File: src/rtl/alr_pkg.sv
`timescale 1ns/1ps
package alr_pkg;

  localparam int OP_W   = 4;
  localparam int FLAG_W = 5;

  // flag vector bit positions
  localparam int FL_CY = 0;
  localparam int FL_P  = 1;
  localparam int FL_AC = 2;
  localparam int FL_Z  = 3;
  localparam int FL_S  = 4;

  typedef enum logic [OP_W-1:0] {
    OP_AND   = 4'd0,
    OP_OR    = 4'd1,
    OP_XOR   = 4'd2,
    OP_CMP   = 4'd3,
    OP_ROL   = 4'd4,
    OP_ROR   = 4'd5,
    OP_ROLC  = 4'd6,
    OP_RORC  = 4'd7,
    OP_INV   = 4'd8,
    OP_FLIPC = 4'd9,
    OP_SETC  = 4'd10
  } alr_op_e;

endpackage

File: src/rtl/alr_rst_sync.sv
`timescale 1ns/1ps
module alr_rst_sync #(
  parameter int STAGES = 2
) (
  input  logic clk,
  input  logic rst_n,
  output logic rst_sync_n
);

  logic [STAGES-1:0] sync_q;
  logic [STAGES-1:0] sync_d;

  always_comb begin
    sync_d = {sync_q[STAGES-2:0], 1'b1};
  end

  always_ff @(posedge clk or negedge rst_n) begin
    if (!rst_n) begin
      sync_q <= '0;
    end else begin
      sync_q <= sync_d;
    end
  end

  assign rst_sync_n = sync_q[STAGES-1];

endmodule

File: src/rtl/alr_bitwise.sv
`timescale 1ns/1ps
module alr_bitwise
  import alr_pkg::*;
#(
  parameter int W = 8
) (
  input  alr_op_e           op,
  input  logic [W-1:0]      a,
  input  logic [W-1:0]      b,
  output logic [W-1:0]      res,
  output logic [FLAG_W-1:0] flg
);

  logic [W-1:0] and_v;
  logic [W-1:0] or_v;
  logic [W-1:0] xor_v;

  assign and_v = a & b;
  assign or_v  = a | b;
  assign xor_v = a ^ b;

  always_comb begin
    case (op)
      OP_AND:  res = and_v;
      OP_OR:   res = or_v;
      default: res = xor_v;
    endcase
  end

  // flags derived from the result; AC only high for AND, CY always low
  always_comb begin
    flg        = '0;
    flg[FL_S]  = res[W-1];
    flg[FL_Z]  = ~|res;
    flg[FL_P]  = ~^res;
    flg[FL_AC] = (op == OP_AND);
    flg[FL_CY] = 1'b0;
  end

endmodule

File: src/rtl/alr_compare.sv
`timescale 1ns/1ps
module alr_compare
  import alr_pkg::*;
#(
  parameter int W = 8
) (
  input  logic [W-1:0]      a,
  input  logic [W-1:0]      b,
  output logic [FLAG_W-1:0] flg
);

  localparam int NIB = W / 2;

  logic [W:0]     full_sum;
  logic [NIB:0]   low_sum;
  logic [W-1:0]   diff;
  logic           carry_out;

  // subtraction as a + ~b + 1 over the full width and the low half
  assign full_sum  = {1'b0, a} + {1'b0, ~b} + {{W{1'b0}}, 1'b1};
  assign low_sum   = {1'b0, a[NIB-1:0]} + {1'b0, ~b[NIB-1:0]} + {{NIB{1'b0}}, 1'b1};
  assign diff      = full_sum[W-1:0];
  assign carry_out = full_sum[W];

  always_comb begin
    flg        = '0;
    flg[FL_S]  = diff[W-1];
    flg[FL_Z]  = ~|diff;
    flg[FL_P]  = ~^diff;
    flg[FL_AC] = low_sum[NIB];
    flg[FL_CY] = ~carry_out;   // borrow means a < b
  end

endmodule

File: src/rtl/alr_rotate.sv
`timescale 1ns/1ps
module alr_rotate
  import alr_pkg::*;
#(
  parameter int W = 8
) (
  input  alr_op_e           op,
  input  logic [W-1:0]      a,
  input  logic [FLAG_W-1:0] flg_in,
  output logic [W-1:0]      res,
  output logic [FLAG_W-1:0] flg
);

  logic cy_in;
  logic top_bit;
  logic low_bit;

  assign cy_in   = flg_in[FL_CY];
  assign top_bit = a[W-1];
  assign low_bit = a[0];

  always_comb begin
    res = a;
    flg = flg_in;
    case (op)
      OP_ROL: begin
        res        = {a[W-2:0], top_bit};
        flg[FL_CY] = top_bit;
      end
      OP_ROR: begin
        res        = {low_bit, a[W-1:1]};
        flg[FL_CY] = low_bit;
      end
      OP_ROLC: begin
        res        = {a[W-2:0], cy_in};
        flg[FL_CY] = top_bit;
      end
      OP_RORC: begin
        res        = {cy_in, a[W-1:1]};
        flg[FL_CY] = low_bit;
      end
      OP_INV: begin
        res = ~a;
      end
      OP_FLIPC: begin
        flg[FL_CY] = ~cy_in;
      end
      OP_SETC: begin
        flg[FL_CY] = 1'b1;
      end
      default: begin
        res = a;
        flg = flg_in;
      end
    endcase
  end

endmodule

File: src/rtl/alr_unit.sv
`timescale 1ns/1ps
module alr_unit
  import alr_pkg::*;
#(
  parameter int W = 8
) (
  input  logic              clk,
  input  logic              rst_n,
  input  logic              exec_i,
  input  logic [OP_W-1:0]   op_i,
  input  logic [W-1:0]      acc_i,
  input  logic [W-1:0]      opnd_i,
  input  logic [FLAG_W-1:0] flg_i,
  output logic [W-1:0]      acc_q,
  output logic [FLAG_W-1:0] flg_q
);

  typedef enum logic [1:0] {
    CL_BIT,
    CL_CMP,
    CL_ROT,
    CL_PASS
  } op_class_e;

  alr_op_e           op;
  op_class_e         op_cl;
  logic              rst_sync_n;

  logic [W-1:0]      bit_res;
  logic [FLAG_W-1:0] bit_flg;
  logic [FLAG_W-1:0] cmp_flg;
  logic [W-1:0]      rot_res;
  logic [FLAG_W-1:0] rot_flg;

  logic [W-1:0]      acc_nx;
  logic [FLAG_W-1:0] flg_nx;

  assign op = alr_op_e'(op_i);

  alr_rst_sync #(.STAGES(2)) u_rst (
    .clk        (clk),
    .rst_n      (rst_n),
    .rst_sync_n (rst_sync_n)
  );

  alr_bitwise #(.W(W)) u_bit (
    .op  (op),
    .a   (acc_i),
    .b   (opnd_i),
    .res (bit_res),
    .flg (bit_flg)
  );

  alr_compare #(.W(W)) u_cmp (
    .a   (acc_i),
    .b   (opnd_i),
    .flg (cmp_flg)
  );

  alr_rotate #(.W(W)) u_rot (
    .op     (op),
    .a      (acc_i),
    .flg_in (flg_i),
    .res    (rot_res),
    .flg    (rot_flg)
  );

  // operation class decode
  always_comb begin
    case (op)
      OP_AND, OP_OR, OP_XOR:               op_cl = CL_BIT;
      OP_CMP:                              op_cl = CL_CMP;
      OP_ROL, OP_ROR, OP_ROLC, OP_RORC,
      OP_INV, OP_FLIPC, OP_SETC:           op_cl = CL_ROT;
      default:                             op_cl = CL_PASS;
    endcase
  end

  // next-state selection
  always_comb begin
    case (op_cl)
      CL_BIT: begin
        acc_nx = bit_res;
        flg_nx = bit_flg;
      end
      CL_CMP: begin
        acc_nx = acc_i;
        flg_nx = cmp_flg;
      end
      CL_ROT: begin
        acc_nx = rot_res;
        flg_nx = rot_flg;
      end
      default: begin
        acc_nx = acc_i;
        flg_nx = flg_i;
      end
    endcase
  end

  // state registers with explicit execute enable
  always_ff @(posedge clk or negedge rst_sync_n) begin
    if (!rst_sync_n) begin
      acc_q <= '0;
      flg_q <= '0;
    end else if (exec_i) begin
      acc_q <= acc_nx;
      flg_q <= flg_nx;
    end
  end

endmodule

File: config.mk
export PLATFORM = sky130hd
export DESIGN_NAME = alr_unit
export DESIGN_NICKNAME = d
export VERILOG_FILES = /design/src/rtl/alr_pkg.sv /design/src/rtl/alr_rst_sync.sv /design/src/rtl/alr_bitwise.sv /design/src/rtl/alr_compare.sv /design/src/rtl/alr_rotate.sv /design/src/rtl/alr_unit.sv
export SDC_FILE = /design/constraint.sdc
export NUM_CORES = 1
export LEC_CHECK = 0
export ABC_AREA = 1
export BUFFER_PORTS_ARGS = -buffer_cell sky130_fd_sc_hd__buf_2
export CORE_UTILIZATION = 35
export CTS_CLUSTER_DIAMETER = 200
export DETAILED_ROUTE_END_ITERATION = 8
export GPL_ROUTABILITY_DRIVEN = 0
export PLACE_DENSITY = 0.54
export SYNTH_ARGS = -nofsm -noshare
export SYNTH_HDL_FRONTEND = slang
export SYNTH_SLANG_ARGS = --single-unit
File: constraint.sdc
create_clock -name clk -period 0.8 [get_ports clk]
set_clock_uncertainty 0.05 [all_clocks]
set_input_delay 0.16 -clock clk [delete_from_list [all_inputs] [get_ports clk]]
set_output_delay 0.16 -clock clk [all_outputs]
set_load 0.1 [all_outputs]
After elaboration in Yosys (flattened, before gate mapping)
Memories as Yosys holds them, arrays and structs flattened.
Index checks and enable logic that the tools add are counted.

cells by class
  muxes and demuxes = 5
  bitwise gates (word level) = 8
  $add $sub $neg = 4
  reductions and logical operators = 10
  eq/ne operators = 10

operators with widths
  operator             count
  $pmux 8 s5           1
  $pmux 8 s2           2
  $eq 4x3->1 const B   4
  $not 8->8            2
  $reduce_or 8->1      2
  $reduce_xnor 8->1    2
  $pmux 5 s3           1
  $eq 4x4->1 const B   3
  $add 8x8->9          1
  $add 9x1->9 const B  1
  $and 8x8->8          1
  $or 8x8->8           1
  $xor 8x8->8          1
  $add 4x4->5          1
  $add 5x1->5 const B  1
  $eq 4x1->1 const B   1
  $logic_not 4->1      1
  $not 4->4            1
  $pmux 1 s4           1
  $reduce_or 2->1      2
  $eq 2x1->1 const B   1
  $eq 2x2->1 const B   1
  $logic_not 1->1      2
  $logic_not 2->1      1
  $not 1->1            2

storage, ports and cells
  memory bits (read-only) = 32
  register bits = 15
  memories = 1
  input port bits = 28

memory list
  name              words  bits a word  rd ports  clocked after Yosys merged registers in  write ports  line            source
  (name not given)  16     2            1         0                                        0            alr_unit.sv:70  case (op)

Depth between registers and ports, before layout
Gate-level depths: netlist of run 1.

  word-level depth = 6
  gate-level depth with buffers = 17
  depth with buffers taken out = 17

Modules after synthesis
From an unflattened synthesis of run 1, not the netlist that was laid out.

second synthesis, totals
  cell total of the unflattened synthesis = 457
  area, all modules = 2697.6 µm²

modules (own cells, without submodules)
  module        sequential area each (µm²)  instances  cells an instance  area an instance (µm²)
  alr_unit      325.3                       1          142                869.6
  alr_bitwise   0.0                         1          121                728.2
  alr_rotate    0.0                         1          109                525.5
  alr_compare   0.0                         1          82                 520.5
  alr_rst_sync  50.0                        1          3                  53.8

Least setup slack after synthesis of run 1
Ideal clock, no wire load.

  kind = in2reg
  from = in acc_i[0]
  to = reg flg_q[1]
  slack = -1.453 ns
  path buffers = 0
  library setup time = 0.120 ns
  data arrival time = 2.083 ns
  cell stages on the path = 17
  path through = inv_1 > ha_1 > inv_1 > fa_1 > nand3_1 > nand2_1 > nand2_1 > a31oi_1 > xor2_1 > ha_1 > xnor2_1 > a21oi_1 > o21ai_0 > nand2_1 > nand2_1 > nand2_1 > nand2_1

between the ends
  longest elaborated chain between the ends = 4
  elaborated cells between the ends (all ways) = 9
  those cells by class = add/sub: 2; mux: 2; bitwise: 3; reduce/logical: 2

ends and longest elaborated chain
  item                                              line                                  source
  from (decl)                                       alr_unit.sv:11                        input logic [W-1:0] acc_i,
  $add 8x8->9 (tied with other cells)               alr_compare.sv:20                     assign full_sum = {1'b0, a} + {1'b0, ~b} + {{W{1'b0}}, 1'b1};
  $add 9x1->9 / $pmux 8 s2 (equally long branches)  alr_compare.sv:20, alr_bitwise.sv:23
  $reduce_xnor 8->1 (on tied branches)              alr_compare.sv:29, alr_bitwise.sv:35
  $pmux 5 s3 *                                      alr_unit.sv:81                        case (op_cl)
  to (signal assigned)                              alr_unit.sv:108                       flg_q <= flg_nx;
  to (decl)                                         alr_unit.sv:15                        output logic [FLAG_W-1:0] flg_q

Mark *: on every way between the ends. The rest lies on a longest branch, timed or not.
A chain may end at the register's enable or synchronous reset.

Worst setup path in the final report of run 1
Ends and elaborated chain as after synthesis.

==> results.md, run 1 <==
- FF+latch count, synth: 15
- Fin worst setup slack: -1.30 ns
- Ant diodes: 0
- RSZ-0062 raised after global routing: yes
- Synth cell types: 31
- Drt initial violations: 118
- DRT Pass-1 Iters: 5
- Layout Area Growth over Synthesis: 88.4%
- Register area share after synthesis: 18.1%
- FF-to-FF path depth: 3
- Max-Cap Viols: 0
- Cell total after placement: 502
- Total number of vias: 2578
- # IOs: 41
- Largest stage delay, worst path: 0.35 ns
- HPWL Detailed: 5690 µm
- Critical path depth: 18
- Die Width: 79.0 µm
- GRT Overall Usage: 25.0%
- Crit path DAT: 2.20 ns
- XOR/XNOR Fraction of Synth Area: 3.38%
- Pins Over Slew Limit: 0
- Yosys warns: 0
- Top Family by Delay on Critical Path: adder cells
- Endpoints failing hold: 0
- Num rows: 27
- CP Cell Sequence: buf_12 -> inv_16 -> ha_4 -> inv_2 -> fa_2 -> nand3_2 -> nand2_2 -> nand2_2 -> a31oi_2 -> xor2_1 -> ha_2 -> xnor2_2 -> a21oi_1 -> o21ai_1 -> nand2_1 -> nand2_1 -> nand2_1 -> nand2_1
- Final setup violation count: 26
- Post-synth net total: 378
- Total CTS buffers: 3
- DR DRC count: 0
- Max Clock Freq: 476 MHz
- Vias per cell: 4.90
- Syn avg cell area: 6.54 µm²
- Commonest cells after routing, fill and taps aside: buf_4 (85), nand2_1 (52), nor2_1 (37)
- Share of cells above drive strength 1: 54.6%
- Startpoint types: input pin
- Post-synth EDFFs: 0
- Syn Std Cell Area: 2070 µm²
- Worst hold margin: 0.134 ns
- LEAKAGE: 1.97 nW
- Max VDD drop: 1.02 mV
- First-pass GRT wire length: 11900 µm
- Min Tclk post-route: 2.10 ns
- Status: finished with violations
- Area of placed instances: 3320 µm²
- Cells after synthesis: 317
- Initial antenna violation count: 0
- Initial Utilization: 37.0%
- Critical R2R Capture: flg_q[0]
- Synth Area in Compound Gates: 10.3%
- Die area: 6240 µm²
- Hold Path Class: reg -> async
- Post-DRT Antenna Nets: 0
- Crit path kind: in -> reg
- Crit-path most repeated cell: nand2_1
- Largest family of logic cells by synthesized area: simple AND/OR/NAND/NOR gates
- Pwr dens: 1290 nW/µm²
- Root Driver: clkbuf_8
- Post-synthesis simple-gate area fraction: 36.9%
- CP Launch Point: acc_i[0]
- R2R setup slack: -0.21 ns
- CP Capture Point: flg_q[1]
- CTS tree: done
- Reg clk slew, reported paths: 0.06 ns
- CP Buf/Inv Count: 3
- Fin crit share: 262%
- Vias in the first global route: 2551
- Worst-skew pair later-pin latency: 0.25 ns
- CP Max Fanout: 2
- Overall routed net length: 7590 µm
- Slowest CP cell: fa_2
- Total global routing overflow: 0
- CP endpoint kind: register
- PortBufs: 40
- Mux cell area share after synthesis: 0%
- Std-Cell Core Area: 5610 µm²
- Clk buf depth: 2
- Most common flop cell mapped by yosys: dfrtp_1
- FFs w/ async S/R, synth: 100%
- Die height: 79.0 µm
- Final nets: 516
- Setup TNS: -11.10 ns
- Layout Cells excl Fill: 526
- Cell area after layout: 3910 µm²
- Largest net degree at the start of global routing: 14
- WP data required: 0.90 ns
- H-tree levels: 1
- Adder-Cell Fraction of Synth Area: 20.3%
- Routed len/inst: 14.4 µm
- Clock Sinks: 15
- Setup Slack @ Placement: -1.66 ns
- Failing checks: setup timing
- Commonest non-fill, non-tap cell in the layout: buf_4
- R2r startpoint: flg_q[0]
-- logic make-up after synthesis --
kind of cell               after synthesis
and+or+nand+nor                        162
buffers and inverters                   60
adders and majority gates               33
DFF                                     15
xor gates and xnor gates                 8
AOI/OAI and AO/OA                       38
other                                    1
-- sequential cells by signal, summed over array words and instances (netlist names) --
name	cells
flg_q	5
acc_q	8
u_rst.sync_q	2
-- through the flow --
step / total power, mW / utilization, %
floorplan: 2.73 / -
global placement: 3.91 / 59.2
detailed placement: 3.94 / 59.2
CTS: 4.93 / 67.6
global route: 5.33 / 69.7
finish: 5.03 / 69.7
-- worst register-to-register path, cell delays in order (launching register included) --
cell and delay, ns:
dfrtp_4 0.47, or2_2 0.30, nand2_1 0.06, inv_1 0.03
-- power by group --
| group | leakage [nW] | switching (mW) | internal (mW) |
|---|---|---|---|
| Clock | 0.0255 | 0.290 | 0.346 |
| Sequential | 0.162 | 0.105 | 0.920 |
| Combinational | 1.79 | 1.89 | 1.48 |
-- synthesized netlist by cell type, types with 3 or more instances --
| library cell | number | area (µm²) |
|---|---|---|
| inv_2 | 4 | 15.0 |
| nand2_1 | 74 | 278 |
| a31oi_1 | 5 | 31.3 |
| a21oi_1 | 13 | 65.1 |
| o22ai_1 | 6 | 37.5 |
| ha_1 | 32 | 400 |
| xnor2_1 | 3 | 26.3 |
| nand4_1 | 9 | 56.3 |
| inv_1 | 53 | 199 |
| nor2_1 | 41 | 154 |
| xor2_1 | 5 | 43.8 |
| dfrtp_1 | 15 | 375 |
| nand3_1 | 20 | 100 |
| nand2_4 | 4 | 45.0 |
| nor2_4 | 3 | 33.8 |
| o21ai_0 | 9 | 45.0 |
-- how the worst min path moves through the flow --
stage,from,to,slack [ns],cells past startpoint
5_1_grt,u_rst.sync_q[1],acc_q[3],0.16,1
6_report,u_rst.sync_q[1],acc_q[6],0.13,1
2_1_floorplan,rst_n,u_rst.sync_q[0],-0.19,0
3_5_place_dp,rst_n,u_rst.sync_q[0],-0.10,1
3_3_place_gp,rst_n,u_rst.sync_q[0],-0.10,1
4_1_cts,u_rst.sync_q[1],acc_q[3],0.14,1
-- per-layer routing --
metal / part of all wire, % / track usage, %
met2: 52 / 44.7
met5: 0 / 0
met3: 4.2 / 4.14
met1: 41 / 29.1
met4: 3.3 / 10.5
-- layout make-up --
class                   count  area, µm²
clock buffers               3       41.3
well taps                  72       90.1
flip-flops and latches     15        424
repair buffers            135       1240
inverters                  58        262
fillers                   473       1700
multi-input cells         242       1850
clock inverters             1       5.00
-- repair_timing --
| action | CTS | global route |
|---|---|---|
| gates resized for setup | 80 | 32 |
| setup endpoints to repair | 26 | 26 |
| hold buffers | 1 | 0 |
| setup buffers | 21 | 11 |
| endpoints found under the hold margin | 2 | 0 |
| pin swaps | 37 | 26 |
Note: power is estimated with default switching activity, not from simulation.
==> run 2: changes to the inputs <==
Settings changed: MAX_ROUTING_LAYER set to met4.
==> run 2 against run 1 <==
  * The run still ends with setup timing left
  * Sequential share of layout area is the same
  * Cell count is the same
  * First-iteration DRC count grew 2.5%
  * Critical path type unchanged
==> results.md, run 2 (synthesis results as in run 1) <==
- HPWL Detailed: 5690 µm
- Critical R2R Capture: flg_q[0]
- Num rows: 27
- CP Capture Point: flg_q[1]
- Area of the multi-input gates: 1850 µm²
- Cell area after layout: 3910 µm²
- Worst-skew pair later-pin latency: 0.25 ns
- Max reg flops: 8
- Total CTS buffers: 3
- Finished Core Util: 69.7%
- PnR Total Power: 5.03 mW
- Cell total after placement: 502
- Post-DRT Antenna Nets: 0
- Fin worst setup slack: -1.30 ns
- Largest stage delay, worst path: 0.35 ns
- Largest reg by FF count: acc_q
- Setup Slack @ Placement: -1.66 ns
- Area taken by flip-flops and latches: 424 µm²
- Total global routing overflow: 0
- Routed len/inst: 14.4 µm
- # IOs: 41
- First-pass GRT wire length: 11900 µm
- Top Family by Delay on Critical Path: adder cells
- Die height: 79.0 µm
- DR DRC count: 0
- Die area: 6240 µm²
- Commonest non-fill, non-tap cell in the layout: buf_4
- Max VDD drop: 1.02 mV
- Largest registers: acc_q x8, flg_q x5, u_rst.sync_q x2
- CTS tree: done
- Vias per cell: 4.91
- Failing checks: setup timing
- Slowest CP cell: fa_2
- Die Width: 79.0 µm
- Initial Utilization: 37.0%
- Final nets: 516
- LEAKAGE: 1.97 nW
- Ant diodes: 0
- Initial antenna violation count: 0
- Reg clk slew, reported paths: 0.06 ns
- Total number of vias: 2584
- Vias in the first global route: 2553
- CP Buf/Inv Count: 3
- RSZ-0062 raised after global routing: yes
- CP Launch Point: acc_i[0]
- R2R setup slack: -0.21 ns
- Layout Cells excl Fill: 526
- CP Max Fanout: 2
- Drt initial violations: 121
- Pwr dens: 1290 nW/µm²
- Commonest cells after routing, fill and taps aside: buf_4 (85), nand2_1 (52), nor2_1 (37)
- Largest net degree at the start of global routing: 14
- Min Tclk post-route: 2.10 ns
- Fillers: 473
- FF-to-FF path depth: 3
- Clock Sinks: 15
- PortBufs: 40
- Crit-path most repeated cell: nand2_1
- Startpoint types: input pin
- Final setup violation count: 26
- Max-Cap Viols: 0
- CP endpoint kind: register
- Overall routed net length: 7580 µm
- Crit path DAT: 2.20 ns
- Hold Path Class: reg -> async
- Root Driver: clkbuf_8
- Std-Cell Core Area: 5610 µm²
- Clk buf depth: 2
- DRT Pass-1 Iters: 4
- WP data required: 0.90 ns
- Endpoints failing hold: 0
- Area of placed instances: 3320 µm²
- GRT Overall Usage: 25.7%
- Status: finished with violations
- Pins Over Slew Limit: 0
- Fin crit share: 263%
- Layout Area Growth over Synthesis: 88.4%
- R2r startpoint: flg_q[0]
- Share of cells above drive strength 1: 54.6%
- Crit path kind: in -> reg
- CP Cell Sequence: buf_12 -> inv_16 -> ha_4 -> inv_2 -> fa_2 -> nand3_2 -> nand2_2 -> nand2_2 -> a31oi_2 -> xor2_1 -> ha_2 -> xnor2_2 -> a21oi_1 -> o21ai_1 -> nand2_1 -> nand2_1 -> nand2_1 -> nand2_1
- Max Clock Freq: 476 MHz
- Critical path depth: 18
- H-tree levels: 1
==> run 2: cell counts in the layout (fill, tap and decap cells not counted) <==
Identical to the previous run, type by type.
==> run 2: layer usage <==
metal / up-vias / track usage, % / share of wire [%]
met5: - / - / 0
met3: 18 / 4.14 / 3.9
li1: 1282 / - / -
met2: 69 / 44.7 / 53
met4: 0 / 10.5 / 3.0
met1: 1215 / 29.1 / 40
==> run 2: layout make-up <==
cell class                      count  area share (%)
Sequential cell                    15            10.9
Timing Repair Buffer              135            31.7
Tap cell                           72            2.30
Inverter                           58            6.69
Clock buffer                        3            1.06
Multi-Input combinational cell    242            47.3
Clock inverter                      1           0.128
==> run 2: worst min path at each step <==
stage,from,to,cells after the start
detailed placement,rst_n,u_rst.sync_q[0],1
floorplan,rst_n,u_rst.sync_q[0],0
global placement,rst_n,u_rst.sync_q[0],1
finish,u_rst.sync_q[1],acc_q[4],1
CTS,u_rst.sync_q[1],acc_q[3],1
global route,u_rst.sync_q[1],acc_q[3],1
==> run 2: repair_timing <==
item,CTS,global route
cloned,0,0
endpoints found under the hold margin,2,0
setup endpoints to repair,26,26
hold buffers,1,0
gates resized for setup,80,32
setup buffers,21,11
pin swaps,37,26
==> run 2: through the flow <==
stage	hold WS (ns)	setup TNS, ns
after floorplan	-0.186	-5.55
after global placement	-0.105	-11.90
after detailed placement	-0.103	-12.15
after CTS	0.143	-11.98
after global routing	0.163	-12.20
final	0.134	-11.08
==> run 2: report_power, final <==
group          switching [mW]  internal (mW)  total [mW]
logic                    1.89           1.48        3.37
registers               0.105          0.920        1.02
clock network           0.287          0.346       0.633
total                    2.29           2.74        5.03
